==> config.mk <==
export PLATFORM = sky130hd
export DESIGN_NAME = sump_cmd_rx
export DESIGN_NICKNAME = d
export VERILOG_FILES = /design/src/rtl/sump_rx_pkg.sv /design/src/rtl/sump_cmd_asm.sv /design/src/rtl/sump_cfg_regs.sv /design/src/rtl/sump_trig_bank.sv /design/src/rtl/sump_cmd_rx.sv
export SDC_FILE = /design/constraint.sdc
export NUM_CORES = 1
export LEC_CHECK = 0
export ABC_AREA = 0
export BUFFER_PORTS_ARGS = -buffer_cell sky130_fd_sc_hd__buf_4
export CELL_PAD_IN_SITES_DETAIL_PLACEMENT = 1
export CELL_PAD_IN_SITES_GLOBAL_PLACEMENT = 1
export CORE_ASPECT_RATIO = 1.75
export CORE_MARGIN = 8
export CORE_UTILIZATION = 39
export CTS_CLUSTER_DIAMETER = 200
export DETAILED_ROUTE_END_ITERATION = 8
export GPL_TIMING_DRIVEN = 0
export PLACE_DENSITY_LB_ADDON = 0.1
export SETUP_SLACK_MARGIN = 0.02
export SKIP_LAST_GASP = 1
export SLEW_MARGIN = 10
export SYNTH_ARGS = -nofsm -noshare
export SYNTH_HDL_FRONTEND = slang
export SYNTH_SLANG_ARGS = --single-unit
==> constraint.sdc <==
create_clock -name clk -period 4.3 [get_ports clk]
set_input_delay 0.645 -clock clk [delete_from_list [all_inputs] [get_ports clk]]
set_output_delay 0.645 -clock clk [all_outputs]
set_load 0.02 [all_outputs]
==> src/rtl/sump_rx_pkg.sv <==
package sump_rx_pkg;

    localparam int ARG_W = 32;
    localparam int CNT_W = 19;
    localparam int BYTE_W = 8;

    localparam logic [7:0] OP_RESET   = 8'h00;
    localparam logic [7:0] OP_ARM     = 8'h01;
    localparam logic [7:0] OP_ID      = 8'h02;
    localparam logic [7:0] OP_FINISH  = 8'h05;
    localparam logic [7:0] OP_ARM_ALT = 8'h0F;
    localparam logic [7:0] OP_DIV     = 8'h80;
    localparam logic [7:0] OP_COUNTS  = 8'h81;
    localparam logic [7:0] OP_FLAGS   = 8'h82;

    localparam logic [ARG_W-1:0] DIV_RST   = 32'd1000;
    localparam logic [CNT_W-1:0] COUNT_RST = 19'd256;
    localparam logic [ARG_W-1:0] FLAGS_RST = 32'h0000_0038;

    localparam int GRP0_BIT = 2;

    typedef struct packed {
        logic [7:0]       op;
        logic [ARG_W-1:0] arg;
    } cmd_t;

    typedef struct packed {
        logic [31:0] mask;
        logic [31:0] value;
        logic        start;
        logic        serial;
        logic [1:0]  level;
        logic [4:0]  channel;
        logic [15:0] delay;
    } trig_t;

    typedef enum logic [2:0] {
        ACT_NONE,
        ACT_RESET,
        ACT_ARM,
        ACT_ID,
        ACT_FINISH,
        ACT_STOP
    } act_e;

    typedef enum logic [1:0] {
        TK_MASK  = 2'd0,
        TK_VALUE = 2'd1,
        TK_CFG   = 2'd2,
        TK_NONE  = 2'd3
    } tkind_e;

    function automatic logic [CNT_W-1:0] field_count(input logic [15:0] f);
        return (CNT_W'(f) + CNT_W'(1)) << 2;
    endfunction

    function automatic logic [1:0] width_of(input logic [ARG_W-1:0] f);
        logic [1:0] w;
        w = 2'd2 - 2'(f[GRP0_BIT]) - 2'(f[GRP0_BIT+1]);
        if (!f[GRP0_BIT+2] || !f[GRP0_BIT+3])
            w = 2'd0;
        return w;
    endfunction

endpackage

==> src/rtl/sump_cmd_asm.sv <==
module sump_cmd_asm
    import sump_rx_pkg::*;
(
    input  logic              clk,
    input  logic              rst,
    input  logic              in_valid,
    input  logic [BYTE_W-1:0] in_data,
    output logic              cmd_valid,
    output cmd_t              cmd
);
    localparam int ARG_BYTES = ARG_W / BYTE_W;

    logic [2:0]       cnt;
    logic [7:0]       op_q;
    logic [ARG_W-1:0] arg_q;
    logic [ARG_W-1:0] arg_next;

    assign arg_next = {in_data, arg_q[ARG_W-1:BYTE_W]};

    always_ff @(posedge clk) begin
        if (rst) begin
            cnt       <= '0;
            op_q      <= '0;
            arg_q     <= '0;
            cmd_valid <= 1'b0;
            cmd       <= '0;
        end else begin
            cmd_valid <= 1'b0;
            if (in_valid) begin
                if (cnt == 3'd0) begin
                    op_q <= in_data;
                    if (!in_data[BYTE_W-1]) begin
                        cmd_valid <= 1'b1;
                        cmd       <= '{op: in_data, arg: '0};
                    end else begin
                        cnt <= 3'd1;
                    end
                end else begin
                    arg_q <= arg_next;
                    if (cnt == 3'(ARG_BYTES)) begin
                        cmd_valid <= 1'b1;
                        cmd       <= '{op: op_q, arg: arg_next};
                        cnt       <= '0;
                    end else begin
                        cnt <= cnt + 3'd1;
                    end
                end
            end
        end
    end

    // the byte counter never passes the argument length
    p_cnt_range_r1: assert property (@(posedge clk) disable iff (rst)
        cnt <= 3'(ARG_BYTES));

    // a long command completes only from the last argument byte
    p_long_len_r1: assert property (@(posedge clk) disable iff (rst)
        (in_valid && cnt == 3'(ARG_BYTES)) |=> (cmd_valid && cmd.op[7] && cnt == 3'd0));

endmodule

==> src/rtl/sump_cfg_regs.sv <==
module sump_cfg_regs
    import sump_rx_pkg::*;
(
    input  logic             clk,
    input  logic             rst,
    input  logic             cmd_valid,
    input  cmd_t             cmd,
    output logic [ARG_W-1:0] divider,
    output logic [CNT_W-1:0] read_count,
    output logic [CNT_W-1:0] delay_count,
    output logic [ARG_W-1:0] flags,
    output logic [1:0]       width,
    output act_e             act,
    output logic             trig_we,
    output logic [1:0]       trig_stage,
    output tkind_e           trig_kind,
    output logic             trig_clr
);
    logic [CNT_W-1:0] cnt_rd;
    logic [CNT_W-1:0] cnt_dl;

    always_comb begin
        cnt_rd     = field_count(cmd.arg[15:0]);
        cnt_dl     = field_count(cmd.arg[31:16]);
        trig_stage = cmd.op[3:2];
        trig_kind  = tkind_e'(cmd.op[1:0]);
        trig_we    = cmd_valid && cmd.op[7:4] == 4'hC && trig_kind != TK_NONE;
        trig_clr   = cmd_valid && cmd.op == OP_RESET;
    end

    always_ff @(posedge clk) begin
        if (rst) begin
            divider     <= DIV_RST;
            read_count  <= COUNT_RST;
            delay_count <= COUNT_RST;
            flags       <= FLAGS_RST;
            width       <= width_of(FLAGS_RST);
            act         <= ACT_NONE;
        end else begin
            act <= ACT_NONE;
            if (cmd_valid) begin
                case (cmd.op)
                    OP_RESET:           act <= ACT_RESET;
                    OP_ARM, OP_ARM_ALT: act <= ACT_ARM;
                    OP_ID:              act <= ACT_ID;
                    OP_FINISH:          act <= ACT_FINISH;
                    OP_DIV: begin
                        divider <= cmd.arg + 32'd1;
                        act     <= ACT_STOP;
                    end
                    OP_COUNTS: begin
                        delay_count <= cnt_dl;
                        read_count  <= (cnt_dl > cnt_rd) ? cnt_dl : cnt_rd;
                        act         <= ACT_STOP;
                    end
                    OP_FLAGS: begin
                        flags <= cmd.arg;
                        width <= width_of(cmd.arg);
                        act   <= ACT_STOP;
                    end
                    default: ;
                endcase
            end
        end
    end

    // the total count never falls below the post-trigger count
    p_read_ge_delay_r3: assert property (@(posedge clk) disable iff (rst)
        read_count >= delay_count);

    // counts are nonzero multiples of four
    p_count_align_r3: assert property (@(posedge clk) disable iff (rst)
        read_count[1:0] == 2'b00 && delay_count[1:0] == 2'b00 && delay_count != '0);

    // an enabled upper group always gives width zero
    p_width_upper_r4: assert property (@(posedge clk) disable iff (rst)
        (flags[GRP0_BIT+3:GRP0_BIT+2] != 2'b11) |-> width == 2'd0);

    // the width is never three bytes
    p_width_legal_r4: assert property (@(posedge clk) disable iff (rst)
        width != 2'd3);

    // a timing command is followed by a stop action
    p_stop_on_cfg_r7: assert property (@(posedge clk) disable iff (rst)
        (cmd_valid && (cmd.op == OP_DIV || cmd.op == OP_COUNTS || cmd.op == OP_FLAGS))
        |=> act == ACT_STOP);

endmodule

==> src/rtl/sump_trig_bank.sv <==
module sump_trig_bank
    import sump_rx_pkg::*;
#(
    parameter int STAGES = 4
) (
    input  logic             clk,
    input  logic             rst,
    input  logic             we,
    input  logic [1:0]       stage,
    input  tkind_e           kind,
    input  logic [ARG_W-1:0] data,
    input  logic             clr,
    output trig_t            trig [STAGES]
);
    for (genvar s = 0; s < STAGES; s++) begin : g_stage
        always_ff @(posedge clk) begin
            if (rst || clr) begin
                trig[s] <= '0;
            end else if (we && stage == 2'(s)) begin
                case (kind)
                    TK_MASK:  trig[s].mask  <= data;
                    TK_VALUE: trig[s].value <= data;
                    TK_CFG: begin
                        trig[s].start   <= data[27];
                        trig[s].serial  <= data[25];
                        trig[s].level   <= data[17:16];
                        trig[s].channel <= {data[24], data[23:20]};
                        trig[s].delay   <= data[15:0];
                    end
                    default: ;
                endcase
            end
        end

        // a clear empties the stage on the next edge
        p_clear_r8: assert property (@(posedge clk) disable iff (rst)
            clr |=> (trig[s].mask == '0 && trig[s].value == '0 && !trig[s].start));
    end

endmodule

==> src/rtl/sump_cmd_rx.sv <==
module sump_cmd_rx
    import sump_rx_pkg::*;
#(
    parameter int STAGES = 4
) (
    input  logic                clk,
    input  logic                rst,
    input  logic                in_valid,
    input  logic [7:0]          in_data,
    output logic [31:0]         divider,
    output logic [18:0]         read_count,
    output logic [18:0]         delay_count,
    output logic [31:0]         flags,
    output logic [1:0]          sample_width,
    output logic [32*STAGES-1:0] trig_mask,
    output logic [32*STAGES-1:0] trig_value,
    output logic [STAGES-1:0]   trig_start,
    output logic [STAGES-1:0]   trig_serial,
    output logic [2*STAGES-1:0] trig_level,
    output logic [5*STAGES-1:0] trig_channel,
    output logic [16*STAGES-1:0] trig_delay,
    output logic                reset_pulse,
    output logic                arm_pulse,
    output logic                id_pulse,
    output logic                finish_pulse,
    output logic                stop_pulse
);
    logic       cmd_valid;
    cmd_t       cmd;
    act_e       act;
    logic       t_we;
    logic [1:0] t_stage;
    tkind_e     t_kind;
    logic       t_clr;
    trig_t      trig [STAGES];

    sump_cmd_asm u_asm (
        .clk       (clk),
        .rst       (rst),
        .in_valid  (in_valid),
        .in_data   (in_data),
        .cmd_valid (cmd_valid),
        .cmd       (cmd)
    );

    sump_cfg_regs u_cfg (
        .clk         (clk),
        .rst         (rst),
        .cmd_valid   (cmd_valid),
        .cmd         (cmd),
        .divider     (divider),
        .read_count  (read_count),
        .delay_count (delay_count),
        .flags       (flags),
        .width       (sample_width),
        .act         (act),
        .trig_we     (t_we),
        .trig_stage  (t_stage),
        .trig_kind   (t_kind),
        .trig_clr    (t_clr)
    );

    sump_trig_bank #(.STAGES(STAGES)) u_trig (
        .clk   (clk),
        .rst   (rst),
        .we    (t_we),
        .stage (t_stage),
        .kind  (t_kind),
        .data  (cmd.arg),
        .clr   (t_clr),
        .trig  (trig)
    );

    for (genvar s = 0; s < STAGES; s++) begin : g_flat
        assign trig_mask[32*s +: 32]    = trig[s].mask;
        assign trig_value[32*s +: 32]   = trig[s].value;
        assign trig_start[s]            = trig[s].start;
        assign trig_serial[s]           = trig[s].serial;
        assign trig_level[2*s +: 2]     = trig[s].level;
        assign trig_channel[5*s +: 5]   = trig[s].channel;
        assign trig_delay[16*s +: 16]   = trig[s].delay;
    end

    assign reset_pulse  = act == ACT_RESET;
    assign arm_pulse    = act == ACT_ARM;
    assign id_pulse     = act == ACT_ID;
    assign finish_pulse = act == ACT_FINISH;
    assign stop_pulse   = act == ACT_STOP;

    // an action pulse never lasts two cycles for back-to-back idle input
    p_pulse_single_r6: assert property (@(posedge clk) disable iff (rst)
        (arm_pulse && !$past(cmd_valid)) |=> !arm_pulse);

endmodule

==> summary.txt <==
Status
  • Run status: complete, no violations

Setup path
  • Sort of element at the end of the critical path: register
  • Path type of the worst setup path: reg2reg
  • Maximum fanout along the worst path: 10
  • CP Buf/Inv Count: 4
  • Cells traversed along the worst timing path: buf_2, nand4_4, nor3_2, and3_1, buf_2, inv_1, ha_1, nand4_1, nor4_2, nand2_1, o211ai_1, nand2_1, clkbuf_1, a31oi_1, o31ai_1
  • Slowest CP cell: ha_1
  • Data required, critical path: 4.77 ns
  • Worst EP arrival: between 4 and 5 ns
  • Biggest cell delay along the critical path: 0.39 ns
  • CP delay by family, top: simple AND/OR/NAND/NOR gates
  • Setup crit start kind: register

Floorplanning
  • FP Rows: 110
  • Die Height: around 320 µm
  • Area of the core: roughly 0.05 mm²
  • Width of the die: about 190 µm
  • I/O pin count: approximately 480
  • Area of the die: slightly below 0.06 mm²
  • Initial Util: between 30% and 40%

Clock network
  • Post-CTS setup buffers: 0
  • Count of clock tree sinks: approximately 540
  • Number of buffers between clock root and the deepest sink: 3
  • Num CTS Buffers: 50
  • Post_cts resized: 10
  • H-Tree Level Count: 2
  • Clock root buffer master: clkbuf_16
  • Clock latency on the worst-skew pair: between 0.6 and 0.7 ns
  • TritonCTS clock tree: yes
  • Hold Buf Count CTS: 0
  • Clk pin slew, worst setup/hold paths: approximately 0.070 ns

Drt
  • DR iter-0 viols: ~940
  • Detailed-router iteration count before antenna repair: 5
  • Drt total wl: between 90000 and 100000 µm
  • DRC errors left: 0
  • Number of nets still failing antenna checks after routing: 0
  • Via count: approximately 20000
  • Routed length per instance: 25.9 µm
  • Mean number of vias per cell: ~5.4

Synthesis
  • Synth Area per Inst: 7.87 µm²
  • Cell with the most instances after synthesis: nand2_1
  • Area of the mapped netlist: just over 0.02 mm²
  • Number of synthesized flops with an enable pin: 0
  • Area leader, netlist: dfxtp_1
  • Post-Syn Instances: 2561
  • Sequential area share after synthesis: a little over half
  • Top post-synthesis cells by area: dfxtp_1 (53%), nand2_1 (17%), a21oi_1 (11%)
  • Portion of synthesized cell area occupied by the leading cell type: ~53%
  • Synth async-reset ratio: 0%
  • Dominant register cell in the synthesized netlist: dfxtp_1
  • Number of warnings printed during yosys synthesis: 0
  • Most frequent cells after synthesis: nand2_1 (893), dfxtp_1 (535), a21oi_1 (446), clkbuf_1 (212), nor2_1 (116)
  • Register bit count reported by yosys: 535
  • Unique masters post-synth: 51

GRT
  • Largest net degree at the start of global routing: 16
  • GR Util All Layers: 31.8%
  • Wire length of the first global-routing pass: about 140000 µm
  • Total congestion overflow: 0
  • Initial antenna violation count: 0
  • Via count of the first global-routing pass: roughly 22000

Timing
  • Tcrit/Tclk final: a little over nine tenths
  • Final-report hold violation count: 0
  • Slew HR: between 20% and 30%
  • Max Fclk: around 0.24 GHz
  • Final TNS setup: 0 ns
  • Max-slew violation count: 0
  • Worst hold margin: 0.340 ns
  • Final worst clock skew: approximately 0.03 ns
  • Unrepaired setup endpoints after global routing: false
  • Number of failing setup endpoints in the final timing report: 0
  • Transition time of the tightest slew-check pin: ~1.2 ns
  • Post-route minimum period: 4.09 ns

Placement
  • Port Buf Inserts: around 470
  • Detailed placer's ending HPWL: between 70000 and 80000 µm
  • Placed cell area: roughly 0.025 mm²
  • GPL Wtd Cong: a little over 0.9

Finish
  • P&R area growth vs syn: 30.4%
  • Net count reported at finish: between 3000 and 4000
  • Antenna diodes: 0
  • Fraction of layout cells with a size suffix above 1: approximately a fifth
  • Finished layout cell area: around 0.026 mm²

Pwr
  • PnR Total Power: slightly above 10 mW
  • Leakage power total: slightly below 10 nW
  • Worst voltage drop across the vdd grid: around 0.0003 V
  • Power density over the cells: 384 mW/mm²

Job
  • Number of maximum-capacitance violations: 0

Hold path
  • Hold Crit Class: in2reg
==> flip-flops by register name (all words and copies together), names as in the netlist <==
signal             count
u_cfg.width            2
u_cfg.flags           32
u_asm.cmd_valid        1
u_asm.cmd             40
u_cfg.delay_count     17
u_asm.cnt              3
u_cfg.act              3
u_asm.arg_q           24
u_cfg.read_count      17
u_asm.op_q             8
u_cfg.divider         32
u_trig.trig          356
==> power by group <==
group	switching, mW	internal [mW]	leakage, nW
logic	0.323	0.0914	4.81
registers	0.0297	4.98	4.31
clock network	2.06	2.58	0.819
==> routing by layer <==
metal | vias up | routed length (µm) | track usage [%]
li1 | 9432 | - | -
met1 | 10011 | 30800 | 27.4
met2 | 758 | 51000 | 59.7
met3 | 325 | 6570 | 8.40
met4 | 0 | 9600 | 27.6
met5 | - | 0 | 0
==> metrics by stage <==
stage | worst slack, ns | util [%] | instances
after floorplan | 0.995 | - | 2564
after global placement | -0.368 | 47.9 | 3705
after detailed placement | -0.437 | 47.9 | 3705
after CTS | 0.0450 | 51.3 | 3792
after global routing | 0.0158 | 51.3 | 3789
final | 0.206 | 51.3 | 3789
==> area by class of cell <==
cell class	instances	area, µm²
Timing Repair Buffer	469	3520
Fill cell	6374	24900
Tap cell	672	841
Multi-Input combinational cell	1778	8560
Clock buffer	66	1390
Inverter	13	48.8
Sequential cell	535	10700
Buffer	234	928
Clock inverter	22	265
==> layout by cell type, fill, tap and decap left out, types with 13 or more instances in the layout <==
cell type and count:
ha_1 23, o21ai_0 16, a22oi_1 23, nand2_1 893, nor3_1 20, clkbuf_16 50, nand3_1 40, dfxtp_1 535
xnor2_1 13, nor2_1 116, clkbuf_1 214, mux2i_1 17, a21oi_1 446, xor2_1 19, buf_4 476, a211oi_1 26
==> worst min-delay path: cells and delay by family <==
kind,cells,cell delay [ns]
AND/OR/NAND/NOR,1,0.06
AO/OA/AOI/OAI,1,0.05
buffers and inverters,1,0.14
==> logic make-up after synthesis <==
family                   share of synthesized area [%]
XOR/XNOR                                          1.70
other                                           0.0186
buffers and inverters                             4.89
multiplexers                                     0.845
AND/OR/NAND/NOR                                   23.1
flip-flops                                        53.2
adder cells (fa/ha/maj)                           1.43
AO/OA/AOI/OAI                                     14.9
==> final timing paths <==
check | cells past startpoint | slack, ns | from | endpoint
worst max-delay path | 15 | 0.21 | u_asm.cmd[8] | u_cfg.read_count[4]
worst min-delay path | 3 | 0.34 | in_data[4] | u_asm.arg_q[28]
worst max register to register | 15 | 0.21 | u_asm.cmd[8] | u_cfg.read_count[4]
worst min register to register | 2 | 0.46 | u_trig.trig[273] | u_trig.trig[273]
No activity file was read; power rests on OpenSTA's default activity.
